`config.mk`:
```
export PLATFORM = sky130hd
export DESIGN_NAME = dmaevt_ctrl
export DESIGN_NICKNAME = d
export VERILOG_FILES = /design/src/rtl/dmaevt_pkg.sv /design/src/rtl/dmaevt_arbiter.sv /design/src/rtl/dmaevt_event_gen.sv /design/src/rtl/dmaevt_wb_store.sv /design/src/rtl/dmaevt_ctrl.sv
export SDC_FILE = /design/constraint.sdc
export NUM_CORES = 1
export LEC_CHECK = 0
export ABC_AREA = 1
export BUFFER_PORTS_ARGS = -buffer_cell sky130_fd_sc_hd__buf_2
export CAP_MARGIN = 15
export CORE_UTILIZATION = 50
export CTS_CLUSTER_SIZE = 16
export DETAILED_ROUTE_END_ITERATION = 8
export HOLD_SLACK_MARGIN = 0.05
export PLACE_DENSITY = 0.72
export SLEW_MARGIN = 15
export SYNTH_ARGS = -nofsm -noshare
export SYNTH_HDL_FRONTEND = slang
export SYNTH_HIERARCHICAL = 1
export SYNTH_SLANG_ARGS = --single-unit
```
`constraint.sdc`:
```
create_clock -name clk -period 3.5 [get_ports clk]
set_input_delay 0.7 -clock clk [delete_from_list [all_inputs] [get_ports clk]]
set_output_delay 0.7 -clock clk [all_outputs]
set_load 0.02 [all_outputs]
```
`src/rtl/dmaevt_pkg.sv`:
```
package dmaevt_pkg;

    typedef enum logic [1:0] {
        ST_IDLE = 2'd0,
        ST_BEAT = 2'd1,
        ST_WB   = 2'd2
    } seq_state_e;

    localparam logic [1:0] EVSEL_NONE  = 2'd0;
    localparam logic [1:0] EVSEL_BEAT  = 2'd1;
    localparam logic [1:0] EVSEL_BURST = 2'd2;
    localparam logic [1:0] EVSEL_BLOCK = 2'd3;

endpackage

```
`src/rtl/dmaevt_arbiter.sv`:
```
module dmaevt_arbiter #(
    parameter int NCH   = 4,
    parameter int IDX_W = 2
) (
    input  logic [NCH-1:0]   ready_i,
    output logic             valid_o,
    output logic [IDX_W-1:0] idx_o
);
    // lowest index has priority: scan downward so the lowest hit wins
    always_comb begin
        valid_o = |ready_i;
        idx_o   = '0;
        for (int i = NCH - 1; i >= 0; i--) begin
            if (ready_i[i]) begin
                idx_o = IDX_W'(i);
            end
        end
    end
endmodule

```
`src/rtl/dmaevt_event_gen.sv`:
```
module dmaevt_event_gen
    import dmaevt_pkg::*;
#(
    parameter int             NCH     = 4,
    parameter int             IDX_W   = 2,
    parameter logic [NCH-1:0] EVT_CAP = '1
) (
    input  logic                clk,
    input  logic                rst_n,
    input  logic                stb_beat_i,
    input  logic                stb_burst_i,
    input  logic                stb_block_i,
    input  logic [IDX_W-1:0]    act_i,
    input  logic [NCH-1:0][1:0] evsel_i,
    input  logic [NCH-1:0]      evoe_i,
    output logic [NCH-1:0]      evt_o
);
    for (genvar c = 0; c < NCH; c++) begin : g_ch
        if (EVT_CAP[c]) begin : g_cap
            logic hit_d, hit_q;
            always_comb begin
                hit_d = 1'b0;
                if (act_i == IDX_W'(c) && evoe_i[c]) begin
                    unique case (evsel_i[c])
                        EVSEL_BEAT:  hit_d = stb_beat_i;
                        EVSEL_BURST: hit_d = stb_burst_i;
                        EVSEL_BLOCK: hit_d = stb_block_i;
                        default:     hit_d = 1'b0;
                    endcase
                end
            end
            always_ff @(posedge clk or negedge rst_n) begin
                if (!rst_n) hit_q <= 1'b0;
                else        hit_q <= hit_d;
            end
            assign evt_o[c] = hit_q;
        end else begin : g_nocap
            logic unused_nocap;
            assign unused_nocap = ^{evsel_i[c], evoe_i[c]};
            assign evt_o[c]     = 1'b0;
        end
    end
endmodule

```
`src/rtl/dmaevt_wb_store.sv`:
```
module dmaevt_wb_store #(
    parameter int NCH    = 4,
    parameter int IDX_W  = 2,
    parameter int CNT_W  = 8,
    parameter int ADDR_W = 16
) (
    input  logic                  clk,
    input  logic                  rst_n,
    input  logic                  wr_i,
    input  logic [IDX_W-1:0]      ch_i,
    input  logic [CNT_W-1:0]      remain_i,
    input  logic [ADDR_W-1:0]     addr_i,
    output logic [NCH*CNT_W-1:0]  remain_o,
    output logic [NCH*ADDR_W-1:0] addr_o
);
    for (genvar c = 0; c < NCH; c++) begin : g_slot
        logic [CNT_W-1:0]  rem_d, rem_q;
        logic [ADDR_W-1:0] adr_d, adr_q;
        always_comb begin
            rem_d = rem_q;
            adr_d = adr_q;
            if (wr_i && ch_i == IDX_W'(c)) begin
                rem_d = remain_i;
                adr_d = addr_i;
            end
        end
        always_ff @(posedge clk or negedge rst_n) begin
            if (!rst_n) begin
                rem_q <= '0;
                adr_q <= '0;
            end else begin
                rem_q <= rem_d;
                adr_q <= adr_d;
            end
        end
        assign remain_o[c*CNT_W +: CNT_W]  = rem_q;
        assign addr_o[c*ADDR_W +: ADDR_W]  = adr_q;
    end
endmodule

```
`src/rtl/dmaevt_ctrl.sv`:
```
module dmaevt_ctrl
    import dmaevt_pkg::*;
#(
    parameter int             NCH     = 4,
    parameter int             CNT_W   = 8,
    parameter int             ADDR_W  = 16,
    parameter logic [NCH-1:0] EVT_CAP = {1'b0, {(NCH-1){1'b1}}},
    localparam int            IDX_W   = (NCH > 1) ? $clog2(NCH) : 1
) (
    input  logic                  clk,
    input  logic                  rst_n,
    input  logic                  ctl_enable_i,
    input  logic                  ctl_disable_i,
    input  logic [NCH-1:0]        ch_start_i,
    input  logic [NCH-1:0]        ch_abort_i,
    input  logic [NCH-1:0]        ch_req_i,
    input  logic [NCH-1:0]        ch_evoe_i,
    input  logic [NCH*CNT_W-1:0]  desc_beats_i,
    input  logic [NCH*CNT_W-1:0]  desc_burst_i,
    input  logic [NCH*ADDR_W-1:0] desc_addr_i,
    input  logic [NCH*2-1:0]      desc_evsel_i,
    input  logic [NCH-1:0]        desc_link_i,
    output logic                  mem_req_o,
    output logic [ADDR_W-1:0]     mem_addr_o,
    output logic [IDX_W-1:0]      mem_ch_o,
    input  logic                  mem_done_i,
    output logic [NCH-1:0]        evt_o,
    output logic [NCH-1:0]        ch_en_o,
    output logic                  ctl_en_o,
    output logic                  wb_valid_o,
    output logic [IDX_W-1:0]      wb_ch_o,
    output logic [NCH*CNT_W-1:0]  wb_remain_o,
    output logic [NCH*ADDR_W-1:0] wb_addr_o
);
    typedef struct packed {
        seq_state_e                    st;
        logic [IDX_W-1:0]              act;
        logic                          ctl_en;
        logic                          dis_pend;
        logic [NCH-1:0]                en;
        logic [NCH-1:0]                abt;
        logic [NCH-1:0][CNT_W-1:0]     remain;
        logic [NCH-1:0][CNT_W-1:0]     burst_len;
        logic [NCH-1:0][CNT_W-1:0]     burst_cnt;
        logic [NCH-1:0][ADDR_W-1:0]    addr;
        logic [NCH-1:0][1:0]           evsel;
    } seq_t;

    seq_t q, d;

    logic             stb_beat, stb_burst, stb_block, wb_fire;
    logic [NCH-1:0]   ready, load;
    logic             grant_v;
    logic [IDX_W-1:0] grant_idx;
    logic             busy, dis_now, stop, kill;
    logic [CNT_W-1:0] rem_nx, bc_nx;

    // candidates for the next burst: enabled, requesting, not being aborted
    assign ready = q.en & ch_req_i & ~ch_abort_i;

    dmaevt_arbiter #(.NCH(NCH), .IDX_W(IDX_W)) u_arb (
        .ready_i (ready),
        .valid_o (grant_v),
        .idx_o   (grant_idx)
    );

    always_comb begin
        d         = q;
        load      = '0;
        stb_beat  = 1'b0;
        stb_burst = 1'b0;
        stb_block = 1'b0;
        wb_fire   = 1'b0;
        stop      = 1'b0;
        kill      = 1'b0;
        rem_nx    = '0;
        bc_nx     = '0;
        busy      = (q.st != ST_IDLE);
        dis_now   = ctl_disable_i && q.ctl_en && !q.dis_pend;

        if (ctl_enable_i && !q.ctl_en) begin
            d.ctl_en = 1'b1;
        end

        // software start and per-channel abort
        for (int c = 0; c < NCH; c++) begin
            if (ch_start_i[c] && q.ctl_en && !q.dis_pend && !dis_now && !q.en[c]) begin
                d.en[c] = 1'b1;
                load[c] = 1'b1;
            end
            if (ch_abort_i[c] && q.en[c]) begin
                if (busy && q.act == IDX_W'(c)) d.abt[c] = 1'b1;
                else                            d.en[c]  = 1'b0;
            end
        end

        // controller disable: idle channels drop now, the active one later
        if (dis_now) begin
            d.dis_pend = 1'b1;
            for (int c = 0; c < NCH; c++) begin
                if (!(busy && q.act == IDX_W'(c))) d.en[c] = 1'b0;
            end
            if (!busy) begin
                d.ctl_en   = 1'b0;
                d.dis_pend = 1'b0;
            end
        end

        unique case (q.st)
            ST_IDLE: begin
                if (grant_v && q.ctl_en && !q.dis_pend && !dis_now) begin
                    d.st  = ST_BEAT;
                    d.act = grant_idx;
                end
            end
            ST_BEAT: begin
                if (mem_done_i) begin
                    stb_beat           = 1'b1;
                    rem_nx             = q.remain[q.act] - CNT_W'(1);
                    bc_nx              = q.burst_cnt[q.act] + CNT_W'(1);
                    d.remain[q.act]    = rem_nx;
                    d.addr[q.act]      = q.addr[q.act] + ADDR_W'(1);
                    d.burst_cnt[q.act] = bc_nx;
                    stop = q.abt[q.act] || ch_abort_i[q.act] || q.dis_pend || dis_now;
                    if (rem_nx == '0 || bc_nx == q.burst_len[q.act]) begin
                        stb_burst          = 1'b1;
                        d.burst_cnt[q.act] = '0;
                    end
                    if (rem_nx == '0) begin
                        stb_block = 1'b1;
                    end
                    if (rem_nx == '0 || stop) begin
                        d.st = ST_WB;
                    end else if (bc_nx == q.burst_len[q.act]) begin
                        d.st = ST_IDLE;
                    end
                end
            end
            ST_WB: begin
                wb_fire        = 1'b1;
                d.st           = ST_IDLE;
                d.abt[q.act]   = 1'b0;
                kill = q.abt[q.act] || ch_abort_i[q.act] || q.dis_pend || dis_now;
                if (kill) begin
                    d.en[q.act] = 1'b0;
                end else if (q.remain[q.act] == '0) begin
                    if (desc_link_i[q.act]) load[q.act] = 1'b1;
                    else                    d.en[q.act] = 1'b0;
                end
                if (q.dis_pend || dis_now) begin
                    d.ctl_en   = 1'b0;
                    d.dis_pend = 1'b0;
                end
            end
            default: d.st = ST_IDLE;
        endcase

        // descriptor loads from the parallel ports
        for (int c = 0; c < NCH; c++) begin
            if (load[c]) begin
                d.remain[c]    = desc_beats_i[c*CNT_W +: CNT_W];
                d.burst_len[c] = desc_burst_i[c*CNT_W +: CNT_W];
                d.burst_cnt[c] = '0;
                d.addr[c]      = desc_addr_i[c*ADDR_W +: ADDR_W];
                d.evsel[c]     = desc_evsel_i[c*2 +: 2];
            end
        end
    end

    always_ff @(posedge clk or negedge rst_n) begin
        if (!rst_n) begin
            q <= '0;
        end else begin
            q <= d;
        end
    end

    dmaevt_event_gen #(.NCH(NCH), .IDX_W(IDX_W), .EVT_CAP(EVT_CAP)) u_evt (
        .clk         (clk),
        .rst_n       (rst_n),
        .stb_beat_i  (stb_beat),
        .stb_burst_i (stb_burst),
        .stb_block_i (stb_block),
        .act_i       (q.act),
        .evsel_i     (q.evsel),
        .evoe_i      (ch_evoe_i),
        .evt_o       (evt_o)
    );

    dmaevt_wb_store #(.NCH(NCH), .IDX_W(IDX_W), .CNT_W(CNT_W), .ADDR_W(ADDR_W)) u_wb (
        .clk      (clk),
        .rst_n    (rst_n),
        .wr_i     (wb_fire),
        .ch_i     (q.act),
        .remain_i (q.remain[q.act]),
        .addr_i   (q.addr[q.act]),
        .remain_o (wb_remain_o),
        .addr_o   (wb_addr_o)
    );

    assign mem_req_o  = (q.st == ST_BEAT);
    assign mem_addr_o = q.addr[q.act];
    assign mem_ch_o   = q.act;
    assign ch_en_o    = q.en;
    assign ctl_en_o   = q.ctl_en;
    assign wb_valid_o = (q.st == ST_WB);
    assign wb_ch_o    = q.act;

endmodule

```
Word level (Yosys, flattened, before mapping)

Index checks and enable logic that the tools add are counted.

Output and inout port bits: 127
Logic and storage cells: 243
Register bits: 279

Order comparisons: 2
Bitwise logic cells: 9
Muxes and demuxes: 104
Eq/ne operators: 18
$add $sub $neg: 3
Reduce and logical (&&, ||, !) cells: 71

Operators with widths:

| cell                                                 | count |
|---|---|
| two-way mux 96 bit                                   | 2 |
| two-way mux 16 bit                                   | 6 |
| two-way mux 32 bit                                   | 3 |
| two-way mux 8 bit                                    | 12 |
| bitwise mux 32 bit                                   | 2 |
| bitwise mux 64 bit                                   | 1 |
| binary-select mux 8 bit (select 2 bit)               | 3 |
| two-way mux 1 bit                                    | 45 |
| logical AND 1 bit                                    | 38 |
| bitwise AND 32 bit                                   | 1 |
| binary-select mux 16 bit (select 2 bit)              | 1 |
| demux 16 bit (select 2 bit)                          | 1 |
| two-way mux 4 bit                                    | 8 |
| NOT 32 bit                                           | 1 |
| equality test 2 bit (second input constant)          | 9 |
| two-way mux 2 bit                                    | 9 |
| nonzero test 2 bit                                   | 9 |
| adder 16 x 1 -> 16 bit (second input constant)       | 1 |
| bitwise AND 4 bit                                    | 4 |
| demux 8 bit (select 2 bit)                           | 1 |
| logical NOT 8 bit                                    | 2 |
| equality test 2 x 1 -> 1 bit (second input constant) | 5 |
| two-way mux 10 bit                                   | 1 |
| AND reduction 2 bit                                  | 5 |
| other kinds (20)                                     | 37 |

Longest topological paths before layout

Gate-level depths: netlist of run 1.

Depth in word-level cells: 15
Depth in mapped cells: 23
Depth with buffers taken out: 20

Modules after synthesis

Netlist of run 1, hierarchy kept.

Modules (own cells, without submodules):

| module           | cells each | times used | area an instance (um2) |
|---|---|---|---|
| dmaevt_ctrl      | 1607       | 1          | 11040.6 |
| dmaevt_wb_store  | 428        | 1          | 4007.6 |
| dmaevt_event_gen | 46         | 1          | 257.7 |
| dmaevt_arbiter   | 9          | 1          | 46.3 |

Least setup slack after synthesis of run 1

Ideal clock, no wire load.

Kind: reg-to-reg
Start point: register q (netlist bit mem_ch_o[0])
End point: register u_evt.g_ch[1].g_cap.hit_q
Required time: 3.429 ns
Arrival time: 2.746 ns
Setup slack: 0.683 ns
Stages on the path, launching flop included: 23
Path buffers: 3
Cells stage by stage: dfrtp_1 buf_6 inv_2 buf_2 nand2_1 nand2_1 nand2_1 nand3_2 inv_1 ha_1 inv_1 nand2_1 nand2_1 nor2_1 nand3_1 nor2_2 nand3_4 buf_4 a21oi_1 nand2_1 nand2_1 nor2_1 nor2_1

Longest elaborated chain between the ends: 10
Elaborated cells between the ends (all ways): 21
Classes of those cells: add/sub: 2; eq/ne: 2; mux: 14; reduce/logical: 3

RTL lines:

| what                                                              | RTL line                               | source |
|---|---|---|
| from (decl)                                                       | dmaevt_ctrl.sv:49                      | `seq_t q, d;` |
| from (signal assigned)                                            | dmaevt_ctrl.sv:172                     | `q <= '0;` |
| from (signal assigned)                                            | dmaevt_ctrl.sv:174                     | `q <= d;` |
| binary-select mux 8 bit (select 2 bit) (on tied branches)         | dmaevt_ctrl.sv:120, dmaevt_ctrl.sv:119 |  |
| two-way mux 8 bit (on tied branches)                              | dmaevt_ctrl.sv:120, dmaevt_ctrl.sv:119 |  |
| adder 8 x 1 -> 8 bit or subtractor 8 x 1 -> 8 bit (tied branches) | dmaevt_ctrl.sv:120, dmaevt_ctrl.sv:119 |  |
| equality test 8 bit or logical NOT 8 bit (tied branches)          | dmaevt_ctrl.sv:125                     | `if (rem_nx == '0 \|\| bc_nx == q.burst_len[q.act]) begin` |
| logical OR 1 bit (*)                                              | dmaevt_ctrl.sv:125                     |  |
| two-way mux 1 bit (*)                                             | dmaevt_ctrl.sv:125                     |  |
| two-way mux 1 bit (*)                                             | dmaevt_ctrl.sv:117                     | `if (mem_done_i) begin` |
| two-way mux 1 bit (*)                                             | dmaevt_ctrl.sv:109                     | `unique case (q.st)` |
| net stb_burst                                                     | dmaevt_ctrl.sv:51                      | `logic stb_beat, stb_burst, stb_block, wb_fire;` |
| one-hot mux 1 bit (3 select lines) (*)                            | dmaevt_event_gen.sv:24                 | `unique case (evsel_i[c])` |
| two-way mux 1 bit (*)                                             | dmaevt_event_gen.sv:23                 | `if (act_i == IDX_W'(c) && evoe_i[c]) begin` |
| net u_evt.g_ch[1].g_cap.hit_d                                     | dmaevt_event_gen.sv:20                 | `logic hit_d, hit_q;` |
| to (signal assigned)                                              | dmaevt_event_gen.sv:34                 | `else hit_q <= hit_d;` |
| to (decl)                                                         | dmaevt_event_gen.sv:20                 |  |

The timed path passes the listed nets; every way through them passes the cells marked *. The select of a mux whose other input is x is not followed.
A chain may end at the register's enable or synchronous reset.

Final worst setup path of run 1

Start point: register q (netlist bit mem_ch_o[0])
End point: output port mem_addr_o[14]

Longest elaborated chain between the ends: 2

RTL lines:

| what                                     | RTL line           | source |
|---|---|---|
| binary-select mux 16 bit (select 2 bit)  | dmaevt_ctrl.sv:202 | `assign mem_addr_o = q.addr[q.act];` |
| two-way mux 16 bit (implied by the code) | dmaevt_ctrl.sv:202 |  |
| to (decl)                                | dmaevt_ctrl.sv:24  | `output logic [ADDR_W-1:0] mem_addr_o,` |

Every way passes these cells. The select of a mux whose other input is x is not followed.

==> summary.txt, run 1 <==
grt ovf = 0
Internal Pwr Total = 0.00911 W
die area = 31300 um2
Slew HR = 0.507
Clock Root Buffer = clkbuf_16
Syn Area/Cell = 7.34 um2
H-tree depth = 1
overall power = 0.0176 W
Skew-Pair Late Insertion Delay = 0.58 ns
most frequent cells in the layout = nand2_1 (1004), buf_2 (282), dfrtp_1 (277)
reg2reg end = q[96]$_DFFE_PN0P_
metal3 WL = 4.79 mm
outcome = completed
worst-path fanout max = 12
met1 wire length = 20.8 mm
MaxCap Viol Count = 0
Core ar. = 29900 um2
WP data required = 2.80 ns
Final min period = 3.42 ns
R2R setup slack = 0.22 ns
Initial DRC Count = 1785
top routing layer in use = met4
sequential share of power = 0.297
Worst Setup Slack post-DPL = 0.309 ns
Worst setup SP type = flop
Comb power frac = 0.503
net switching power = 0.00845 W
final setup margin = 0.0844 ns
Slew Viols, Final = 0
depth of the most critical reg-to-reg path = 19
DRT Pass-1 Iters = 5
Setup Skew = 0.0232 ns
CP arrival = 2.72 ns
Initial Util = 0.511
Setup Viol. Count Final = 0
Yosys Warn Count = 6
R2R Path Start = mem_ch_o[0]$_DFFE_PN0P_
CTS clk-pin slew, worst paths = 0.06 ns
input/output buffers = 283
placement row count = 63
gr usage total = 0.315
leakage power = 9.93 nW
Routed WL = 49.3 mm
Ports = 288
Hold Slack = 0.148 ns
DR vias = 15.2k
global-route wire length before repair = 77.5 mm
Hold Fails Final Rpt = 0
DPL Wire Length = 33.9 mm
CTS Buffer Depth = 3
Die X = 177 um
Final nets = 2502
Mapped Cells = 2082
CTS tree = yes
initial antenna violation count = 2
PD cells = 974 nW/um2
Net Sw Frac = 0.481
synth-to-layout area growth = 17.9%
Final period util = 0.976
vias per std cell = 5.54
Syn Std Cell Area = 15300 um2
Sink Count = 279
CTS buffer count = 31
commonest non-fill, non-tap cell in the layout = nand2_1
die height = 177 um
gp weighted congestion = 0.906
Worst-Margin Slew = 0.739 ns
ratio of cells with drive above 1 in the final layout = 0.208
# Post-CTS Setup Buffers = 0
RSZ-0062 raised after global routing = true
detailed-route DRC error count = 0
Post-CTS Resized = 0
Peak supply drop = 0.497 mV
Hold Crit Class = in2async
Hold-fix buffers, CTS = 0
largest net degree at the start of global routing = 103
CP endpoint kind = output pin
Detail Route met2 WL = 22.3 mm
top achievable clock speed = 293 MHz
ANT nets after route = 0
vias in the first global route = 14.5k
crit path kind = reg2out
net count after synthesis = 2248
Wirelength per Cell = 17.9 um
clock power share = 0.200
## final cells by class
class / instances / area (um2)
antenna: 2 / 5.00
fill: 2737 / 11900
inverter: 112 / 420
sequential: 279 / 6990
multi-input combinational: 1575 / 7090
timing repair buffer: 337 / 1920
clock buffer: 46 / 932
clock inverter: 12 / 175
tap: 390 / 488
## registers in the layout (all words and copies together), names as in the netlist, named ones only
register	flops
u_wb/g_slot.rem_q	32
ctl_en_o	1
ch_en_o	4
u_evt/g_ch.g_cap.hit_q	3
q	171
u_wb/g_slot.adr_q	64
mem_ch_o	2
## routing by layer
metal  track usage  up-vias
li1              -     7136
met1         0.442     7260
met2         0.493      751
met3        0.0552       91
met4         0.101        0
met5             0        -
## per-stage QoR
step	std cells	instance area, um2	setup TNS (ns)	utilization
finish	2753	18000	0	0.603
global route	2752	18000	-0.00806	0.603
CTS	2751	18000	0	0.603
detailed placement	2693	16900	0	0.566
global placement	2693	16900	0	0.566
floorplan	2082	15300	0	-
## worst max-delay path by stage
| stage | startpoint | endpoint | slack [ns] | cells past startpoint |
|---|---|---|---|---|
| 4_1_cts | mem_ch_o[0]$_DFFE_PN0P_ | mem_addr_o[14] | 0.12 | 7 |
| 5_1_grt | mem_ch_o[0]$_DFFE_PN0P_ | u_evt/g_ch[1].g_cap.hit_q$_DFF_PN0_ | -0.005 | 18 |
| 3_5_place_dp | mem_ch_o[0]$_DFFE_PN0P_ | u_evt/g_ch[1].g_cap.hit_q$_DFF_PN0_ | 0.31 | 18 |
| 3_3_place_gp | mem_ch_o[0]$_DFFE_PN0P_ | u_evt/g_ch[0].g_cap.hit_q$_DFF_PN0_ | 0.37 | 19 |
| 6_report | mem_ch_o[0]$_DFFE_PN0P_ | mem_addr_o[14] | 0.08 | 7 |
| 2_1_floorplan | mem_ch_o[0]$_DFFE_PN0P_ | u_evt/g_ch[1].g_cap.hit_q$_DFF_PN0_ | 0.68 | 22 |
## power groups by stage
stage	clock, W	sequential (W)	combinational, W
global route	0.00365	0.00534	0.00966
detailed placement	0	0.00523	0.00865
CTS	0.00353	0.00519	0.00870
global placement	0	0.00519	0.00850
finish	0.00351	0.00522	0.00883
floorplan	0	0.00554	0.00552
## worst max-delay path, cell delays in order, from the launching register on
cell,delay (ns)
dfrtp_4,0.53
nand2_1,0.17
inv_2,0.29
buf_4,0.28
a22oi_1,0.11
and2_1,0.16
inv_1,0.34
buf_2,0.25
Power figures use the tool's default switching activity.
==> run 2, diff against run 1 <==
Settings changed: CELL_PAD_IN_SITES_DETAIL_PLACEMENT from default to 0, CELL_PAD_IN_SITES_GLOBAL_PLACEMENT from default to 1, CORE_UTILIZATION 50 to 41, PLACE_DENSITY 0.72 to 0.8.
==> run 2 against run 1 <==
Utilization shrank 10 points; sequential cell count is the same; clock-buffer cell count rose by 1; fmax up 1.6%; non-clock buffer count is 7 higher; die area grew 22%; final cell count rose by 3.2%; total power grew 1.1%; highest routed layer unchanged; final area increased by 1.3%; clock power rose by 2%; critical path depth up 1; worst setup slack better by 0.053 ns.
==> summary.txt, run 2 (same netlist as run 1, synthesis figures left out) <==
outcome = completed
Skew-Pair Late Insertion Delay = 0.52 ns (-0.06 ns)
H-tree depth = 2 (+1)
Setup crit end = mem_addr_o[12]
Routed WL = 52.2 mm (+5.9%)
ANT nets after route = 0 (unchanged)
reg2reg end = q[96]$_DFFE_PN0P_
largest net degree at the start of global routing = 103 (unchanged)
commonest non-fill, non-tap cell in the layout = nand2_1
Slew Viols, Final = 0 (unchanged)
Clock Root Buffer = clkbuf_16
depth of the most critical reg-to-reg path = 18 (-1)
CP endpoint kind = output pin
Final period util = 0.961 (-0.0153)
Worst-Margin Slew = 1.10 ns (+0.363 ns)
Net Sw Frac = 0.482 (+0.000584)
leakage power = 9.98 nW (+0.59%)
sequential share of power = 0.293 (-0.004)
R2R setup slack = 0.30 ns (+0.08 ns)
FF+latch area = 6990 um2 (unchanged)
vias in the first global route = 14.1k (-3.2%)
Setup Viol. Count Final = 0 (unchanged)
Final min period = 3.36 ns (-0.0534 ns)
DR vias = 14.9k (-2.3%)
Hold Fails Final Rpt = 0 (unchanged)
Hold-fix buffers, CTS = 0 (unchanged)
Initial Util = 0.417 (-0.0941)
CTS tree = yes
Core ar. = 36600 um2 (+23%)
Initial DRC Count = 1268 (-29%)
top achievable clock speed = 297 MHz (+1.6%)
Peak supply drop = 0.359 mV (-28%)
Ports = 288 (unchanged)
DPL Wire Length = 37.2 mm (+9.7%)
Top reg by flops = q
clock power share = 0.202 (+0.002)
Comb power frac = 0.506 (+0.003)
most frequent cells in the layout = nand2_1 (1002), buf_2 (282), dfrtp_1 (277)
synth-to-layout area growth = 19.5%
WP data required = 2.80 ns (about the same)
Setup Skew = 0.0215 ns (-0.00170 ns)
setup TNS = 0 ns (unchanged)
worst-path fanout max = 16 (+4)
CTS clk-pin slew, worst paths = 0.06 ns (about the same)
final setup margin = 0.138 ns (+0.0534 ns)
CP startpoint = mem_ch_o[0]$_DFFE_PN0P_
gp weighted congestion = 0.888 (-2.0%)
detailed-route DRC error count = 0 (unchanged)
MaxCap Viol Count = 0 (unchanged)
Final nets = 2512 (+0.40%)
vias per std cell = 5.24 (-5.3%)
crit path kind = reg2out
placement row count = 70 (+11%)
CTS buffer count = 34 (+9.7%)
Hold Crit Class = in2async
grt ovf = 0 (unchanged)
max FFs per register = 171 (unchanged)
initial antenna violation count = 0 (-2)
Sink Count = 279 (unchanged)
area of the multi-input gates = 7100 um2 (+0.18%)
Internal Pwr Total = 0.00920 W (+1.0%)
R2R Path Start = mem_ch_o[0]$_DFFE_PN0P_
Wirelength per Cell = 18.4 um (+2.6%)
Worst Setup Slack post-DPL = 0.335 ns (+0.0257 ns)
RSZ-0062 raised after global routing = false
DRT Pass-1 Iters = 5 (unchanged)
Die X = 195 um (+10%)
net switching power = 0.00855 W (+1.3%)
Largest regs = q x171, u_wb/g_slot.adr_q x64, u_wb/g_slot.rem_q x32
die height = 195 um (+10%)
Slew HR = 0.265 (-0.242)
gr usage total = 0.273 (-0.0419)
FILL cells = 3723 (+36%)
die area = 38000 um2 (+22%)
PD cells = 972 nW/um2 (-0.20%)
global-route wire length before repair = 80.9 mm (+4.4%)
Worst setup SP type = flop
ratio of cells with drive above 1 in the final layout = 0.213 (+0.00512)
input/output buffers = 283 (unchanged)
CTS Buffer Depth = 3 (unchanged)
CP arrival = 2.66 ns (-0.06 ns)
## run 2: changes by cell type in the layout (fill, tap and decap cells not counted), moves of 2 or more
cell        before   now
clkinv_8         0     2
clkbuf_8        10     8
buf_4           47    51
clkbuf_16       31    35
clkinvlp_4       0     2
nand2_1       1004  1002
nand2_2         15    17
bufinv_16        4     2
buf_12           7    10
## run 2: final cells by class
class | instances | area share
clock inverter | 13 | 0.00802
timing repair buffer | 344 | 0.110
sequential | 279 | 0.383
tap | 468 | 0.0321
multi-input combinational | 1575 | 0.389
antenna | 2 | 0.000274
inverter | 112 | 0.0230
clock buffer | 47 | 0.0548
## run 2: power by group through the flow
| stage | Clock, W | Sequential (W) | Combinational, W |
|---|---|---|---|
| 5_1_grt | 0.00377 | 0.00534 | 0.00983 |
| 3_3_place_gp | 0 | 0.00519 | 0.00879 |
| 3_5_place_dp | 0 | 0.00522 | 0.00890 |
| 2_1_floorplan | 0 | 0.00554 | 0.00552 |
| 6_report | 0.00358 | 0.00519 | 0.00898 |
| 4_1_cts | 0.00366 | 0.00518 | 0.00893 |
## run 2: critical path, stage by stage, from the launching register on
cell     delay [ns]
dfrtp_4        0.57
nand2_4        0.17
inv_2          0.05
buf_4          0.19
buf_4          0.22
a22oi_1        0.35
nand2_1        0.20
buf_4          0.22
buf_2          0.17
## run 2: metal layers
metal / vias up / track usage / part of all wire
met4: 0 / 0.0706 / 0.022
li1: 7163 / - / -
met3: 69 / 0.0325 / 0.071
met1: 7079 / 0.400 / 0.45
met2: 570 / 0.426 / 0.45
met5: - / 0 / 0
## run 2: what timing repair did
item                       in CTS  in global routing
gates resized for setup         0                  4
hold endpoints to repair        0                  0
setup endpoints to repair       0                  7
setup buffers                   0                  0
## run 2: worst min path at each step
| stage | from | endpoint | slack [ns] |
|---|---|---|---|
| 2_1_floorplan | rst_n | async pin | 0.40 |
| 3_3_place_gp | u_wb/g_slot[0].adr_q[12]$_DFFE_PN0P_ | u_wb/g_slot[0].adr_q[12]$_DFFE_PN0P_ | 0.45 |
| 3_5_place_dp | u_wb/g_slot[0].adr_q[8]$_DFFE_PN0P_ | u_wb/g_slot[0].adr_q[8]$_DFFE_PN0P_ | 0.45 |
| 4_1_cts | rst_n | u_wb/g_slot[1].adr_q[13]$_DFFE_PN0P_ | 0.28 |
| 5_1_grt | rst_n | u_wb/g_slot[3].rem_q[4]$_DFFE_PN0P_ | 0.34 |
| 6_report | rst_n | u_wb/g_slot[2].adr_q[12]$_DFFE_PN0P_ | 0.25 |
## run 2: metrics by stage
stage	cell area [um2]	total power (W)	hold slack, ns	cells	utilization
2_1_floorplan	15300	0.0111	0.404	2082	-
4_1_cts	18200	0.0178	0.283	2838	0.498
6_report	18300	0.0178	0.253	2840	0.499
3_5_place_dp	17100	0.0141	0.453	2778	0.467
3_3_place_gp	17100	0.0140	0.448	2778	0.467
5_1_grt	18300	0.0189	0.335	2838	0.498
